### config.mk
export PLATFORM = sky130hd
export DESIGN_NAME = cable_thermal_guard
export DESIGN_NICKNAME = d
export VERILOG_FILES = /design/src/rtl/cable_thermal_guard.sv
export SDC_FILE = /design/constraint.sdc
export NUM_CORES = 1
export LEC_CHECK = 0
export BUFFER_PORTS_ARGS = -buffer_cell sky130_fd_sc_hd__buf_2
export CAP_MARGIN = 20
export CORE_MARGIN = 5
export CORE_UTILIZATION = 45
export DETAILED_ROUTE_END_ITERATION = 6
export MAX_ROUTING_LAYER = met4
export PLACE_DENSITY = 0.75
export SYNTH_ARGS = -nofsm -noshare
export SYNTH_HDL_FRONTEND = slang
export SYNTH_SLANG_ARGS = --single-unit
### constraint.sdc
create_clock -name clk -period 1.54 [get_ports clk]
set_clock_uncertainty 0.15 [all_clocks]
set_input_delay 0.154 -clock clk [delete_from_list [all_inputs] [get_ports clk]]
set_output_delay 0.154 -clock clk [all_outputs]
set_load 0.02 [all_outputs]
### src/rtl/cable_thermal_guard.sv
module cable_thermal_guard #(
  parameter int TW          = 8,
  parameter int PLASTIC_MAX = 80,
  parameter int METAL_MAX   = 55,
  parameter int TRIP_DERATE = 0,
  parameter int HYST        = 5,
  parameter int MAX_OP_TEMP = 100
) (
  input  logic          clk,
  input  logic          rst_n,
  input  logic [TW-1:0] sens_code_i,
  input  logic          sens_valid_i,
  input  logic          housing_metal_i,
  input  logic [TW-1:0] skin_offset_i,
  input  logic          shut_clear_i,
  output logic [TW-1:0] cur_temp_o,
  output logic [TW-1:0] max_op_temp_o,
  output logic          thermal_shut_o,
  output logic          ss_disable_o
);
  localparam logic [TW-1:0] TRIP_PL = TW'(PLASTIC_MAX - TRIP_DERATE);
  localparam logic [TW-1:0] TRIP_MT = TW'(METAL_MAX - TRIP_DERATE);
  localparam logic [TW-1:0] REL_PL  = TW'(PLASTIC_MAX - TRIP_DERATE - HYST);
  localparam logic [TW-1:0] REL_MT  = TW'(METAL_MAX - TRIP_DERATE - HYST);

  logic [TW-1:0] skin_q, trip_lvl, rel_lvl;
  logic [TW:0]   diff;
  logic          cmp_q, shut_q;

  assign diff     = {1'b0, sens_code_i} - {1'b0, skin_offset_i};
  assign trip_lvl = housing_metal_i ? TRIP_MT : TRIP_PL;
  assign rel_lvl  = housing_metal_i ? REL_MT : REL_PL;

  always_ff @(posedge clk or negedge rst_n) begin
    if (!rst_n) begin
      cur_temp_o <= '0;
      skin_q     <= '0;
      cmp_q      <= 1'b0;
    end else begin
      cmp_q <= sens_valid_i;
      if (sens_valid_i) begin
        cur_temp_o <= sens_code_i;
        skin_q     <= diff[TW] ? '0 : diff[TW-1:0];
      end
    end
  end

  always_ff @(posedge clk or negedge rst_n) begin
    if (!rst_n)
      shut_q <= 1'b0;
    else if (cmp_q && skin_q >= trip_lvl)
      shut_q <= 1'b1;
    else if (shut_clear_i && skin_q < rel_lvl)
      shut_q <= 1'b0;
  end

  assign thermal_shut_o = shut_q;
  assign ss_disable_o   = shut_q;
  assign max_op_temp_o  = TW'(MAX_OP_TEMP);
endmodule


Yosys cells after proc, flatten, opt, wreduce, memory -nomap -nowiden
Cells that the tools add are included.
{"block": "totals", "elab_cells": 15, "in_bits": 21, "regBits": 18}
{"block": "op_classes", "addsub": 1, "mux": 5, "reduce_logical": 3, "magnitude_cmp": 2}
{"operator": "$mux W7", "count": 2}
{"operator": "$sub A8 B8 Y9", "count": 1}
{"operator": "$ge A8 B7 Y1", "count": 1}
{"operator": "$lt A8 B7 Y1", "count": 1}
{"operator": "$mux W8", "count": 1}
{"operator": "$logic_and A1 B1 Y1", "count": 2}
{"operator": "$mux W1", "count": 2}
{"operator": "$reduce_bool A2 Y1", "count": 1}

Depth between registers and ports, before layout
{"block": "depth", "ltp_word": 5, "mapped_depth": 9, "ltp_nobuf": 9}

Worst setup path after synthesis
No wires, ideal clock.
{"block": "synth_timing", "kind": "input-to-reg", "from": "in sens_code_i[0]", "to": "reg skin_q[0]", "t_arrival_ns": 1.514, "path_buffers": 0, "path_slack_ns": -0.257, "cell_stages": 9, "required_time_ns": 1.258, "setup_time_ns": 0.132, "path_cell_list": "inv_1 ha_1 inv_1 fa_1 a21oi_1 o21ai_1 o211a_1 o21ai_4 o22ai_1"}
{"block": "synth_via", "elab_chain_cells": 2}
{"item": "start, declared", "line_no": "11", "source": "input logic [TW-1:0] sens_code_i,"}
{"item": "$sub A8 B8 Y9", "line_no": "30", "source": "assign diff = {1'b0, sens_code_i} - {1'b0, skin_offset_i};"}
{"item": "$mux W8", "line_no": "43", "source": "skin_q <= diff[TW] ? '0 : diff[TW-1:0];"}
{"item": "end signal, assigned", "line_no": "43"}
{"item": "end, declared", "line_no": "26", "source": "logic [TW-1:0] skin_q, trip_lvl, rel_lvl;"}
Every way passes these cells.
A chain may end at the register's enable or synchronous reset.

Worst setup path after layout
{"block": "layout_timing", "from": "in sens_code_i[0]", "to": "reg skin_q[7]"}
The elaborated chain is that of the path after synthesis.

==> impl_summary.txt <==
----------------------------------------------------
[Run status]
  Result of the run ... complete, but fails checks
  Failing checks ... setup timing

[Synth]
  Cell area after synthesis ... 0.00125 mm^2
  Area share of the largest cell type after synthesis ... 0.361
  Library cell occupying the most area in the post-synthesis netlist ... dfrtp_1
  Cell types occupying the most area after synthesis ... dfrtp_1 (36%), ha_1 (16%), mux2_2 (7.2%)
  Syn_area_per_cell ... 10.2 um^2
  Number of warnings reported in the yosys synthesis log ... 0
  Number of storage elements in the synthesis netlist ... 18
  Seq/Total Area, Yosys ... 0.361
  Count of distinct cell types in the synthesized netlist ... 35
  Synthesized instance count ... 122

[Placement]
  Placer congestion estimate ... 0.746
  Post-detailed-placement cell area ... 0.00154 mm^2
  Post-detail-place hpwl ... 2110 um
  # placed instances ... 194
  IO buf count ... 30

[Pwr]
  Peak supply drop ... 0.000577 V
  Seq pwr share ... 0.395
  Logic gate share of total power ... 0.404
  Switching power summed over all nets ... 499 uW
  Part of the power in the clock network ... 0.201
  Internal power ... 971 uW
  Ratio of total power to cell area ... 828 mW/mm^2
  Switching part of the total power ... 0.339
  Total leakage power ... 0.896 nW

[Worst setup path]
  Required time worst endpoint ... 1.54 ns
  Data arrival time of the critical path ... 1.63 ns
  Maximum cell stage delay along the critical path ... 0.34 ns
  Class of the most critical setup path ... in2reg
  Critical-path top delay cell ... fa_2
  Cell Chain, Critical Path ... buf_12, inv_12, ha_4, inv_2, fa_2, a21oi_2, o21ai_2, o211a_1, o21ai_4, a32oi_1
  Number of buffer and inverter instances along the worst setup path ... 3
  Element type at the critical path start ... input pin
  Largest delay contributor family on the critical path ... compound AO/OA/AOI/OAI gates
  Max Fanout on Critical Path ... 7
  Nature of the critical path endpoint ... flop

[Final layout]
  N_diodes ... 0
  Post-layout instance count excluding filler cells ... 208
  Design Area, Final ... 0.00178 mm^2
  Layout Nets ... 216
  Layout area overhead ... 42.4%
  Share of layout cells above drive strength 1 ... 0.441
  Util after Layout ... 0.656
  Fill cell instance count of the final layout ... 223
  Most common library cell in the layout ignoring fill and taps ... buf_2
  Top library cells by usage in the layout, fill and taps aside ... buf_2 (29), dfrtp_1 (18), buf_4 (17), inv_1 (13), ha_1 (12)

[Route]
  DR pass1 iterations ... 4
  Residual antenna-violating net count after detailed routing ... 0
  Average wire per standard cell ... 13.3 um
  Routed vias/inst ... 5.05
  Starting DRT DRC Count ... 15
  DRC ... 0
  Aggregate routed wire length ... 2770 um
  Total vias in the final route ... 1051

[STA]
  Post-layout min period ... 1.62 ns
  Final Hold Slack ... 0.00636 ns
  Worst Setup Slack, final ... -0.0838 ns
  Count of endpoints failing hold in the final timing report ... 0
  Final TNS setup ... -0.351 ns
  Achievable clock frequency ... 616 MHz
  Setup-violating endpoint count in the final report ... 8
  Max Transition Viols Final ... 0
  Fin crit share ... 1.05
  RSZ-0062 raised after global routing ... true

[Flow run]
  Number of maximum-capacitance constraint violations ... 0

[Floorplanning]
  Std cell rows ... 19
  Num ports ... 39
  Die area ... 0.00393 mm^2
  Starting density of the core ... 0.460
  Overall die width ... 62.7 um
  Standard cell core area ... 0.00271 mm^2
  Die height ... 62.7 um

[Global route]
  Largest net degree at the start of global routing ... 19
  Aggregate global-route resource usage ... 0.152
  Grt total ovfl ... 0
  Global-route wire length before repair ... 4780 um
  Number of global-route vias before repair ... 1087
  Antenna violations before repair ... 0

[Clock tree]
  Maximum clock insertion buffer count ... 2
  Clock slew seen by the registers of the worst setup and hold paths ... 0.11 ns
  Number of buffers added by the clock tree synthesis step ... 3
  TritonCTS clock tree ... done
  H-tree Lvls ... 1
  Clock sink total ... 18
  Insertion delay to the later sink of the worst-skew pair ... 0.30 ns
  Root Driver ... clkbuf_4

[Min path]
  Worst hold-check path type ... in2reg

----------------------------------------------------
## power by group through the flow
stage               combinational [mW]  clock [mW]  sequential, mW
floorplan                        0.302           0           0.612
global placement                 0.475           0           0.576
detailed placement               0.493           0           0.581
CTS                              0.564       0.306           0.578
global route                     0.653       0.334           0.591
finish                           0.594       0.295           0.581
## stage by stage
step	worst slack, ns	total power, mW
finish	-0.0838	1.47
global route	-0.139	1.58
CTS	-0.0696	1.45
detailed placement	-0.500	1.07
global placement	-0.436	1.05
floorplan	-0.212	0.914
## kinds of logic after synthesis
kind of cell               count (synthesis)  share of synthesized area
AOI/OAI and AO/OA                         32                      0.184
xor gates and xnor gates                   5                     0.0351
adders and majority gates                 17                      0.177
buffers and inverters                     26                      0.106
DFF                                       18                      0.361
muxes                                      9                     0.0802
other                                      2                    0.00602
and+or+nand+nor                           13                     0.0512
## per-layer routing
layer  track usage  vias to the layer above  wire, um
li1              -                      520         -
met3        0.0252                        8       146
met1         0.178                      490      1170
met5             -                        -         0
met2         0.264                       33      1390
met4        0.0504                        0        52
## cell type report
| class | count | area, um^2 | share of cell area |
|---|---|---|---|
| clock buffer | 4 | 36.3 | 0.0204 |
| inverter | 16 | 72.6 | 0.0408 |
| sequential | 18 | 450 | 0.254 |
| tap | 31 | 38.8 | 0.0218 |
| multi-input combinational | 84 | 806 | 0.454 |
| timing repair buffer | 55 | 373 | 0.210 |
## synth_stat cells, drive strengths merged
cell      n
dfrtp    18
ha       16
inv      16
buf      10
a21oi     9
mux2      8
nand2     7
o21ai     6
o22ai     3
o2bb2ai   3
xor2      3
conb      2
o211a     2
xnor2     2
a2111oi   1
a211oi    1
a21o      1
a22o      1
a32oi     1
and3b     1
fa        1
mux2i     1
nand2b    1
nand3     1
nor2      1
nor2b     1
o21a      1
o22a      1
o311ai    1
o31ai     1
or2b      1
## sequential cells by signal, summed over array words and instances (netlist names)
name	flops
ss_disable_o	1
cur_temp_o	8
cmp_q	1
skin_q	8
## worst paths after layout
kind | start | end | slack (ns) | cells after the start
worst max-delay path | sens_code_i[0] | skin_q[7]$_DFFE_PN0P_ | -0.08 | 10
worst min-delay path | sens_code_i[1] | cur_temp_o[1]$_DFFE_PN0P_ | 0.006 | 2
worst max register to register | skin_q[6]$_DFFE_PN0P_ | ss_disable_o$_DFFE_PN0P_ | -0.07 | 6
worst min register to register | cmp_q$_DFF_PN0_ | ss_disable_o$_DFFE_PN0P_ | 0.34 | 1
max in group asynchronous | rst_n | cur_temp_o[5]$_DFFE_PN0P_ | 0.80 | 2
min in group asynchronous | rst_n | cur_temp_o[0]$_DFFE_PN0P_ | 0.15 | 2
## timing repair
action,in CTS,in global routing
setup endpoints to repair,9,8
cloned,0,0
hold buffers,8,0
buffers inserted,1,1
endpoints found under the hold margin,25,0
pin swaps,10,4
resized for setup,12,8
Note: power is estimated with default switching activity, not from simulation.
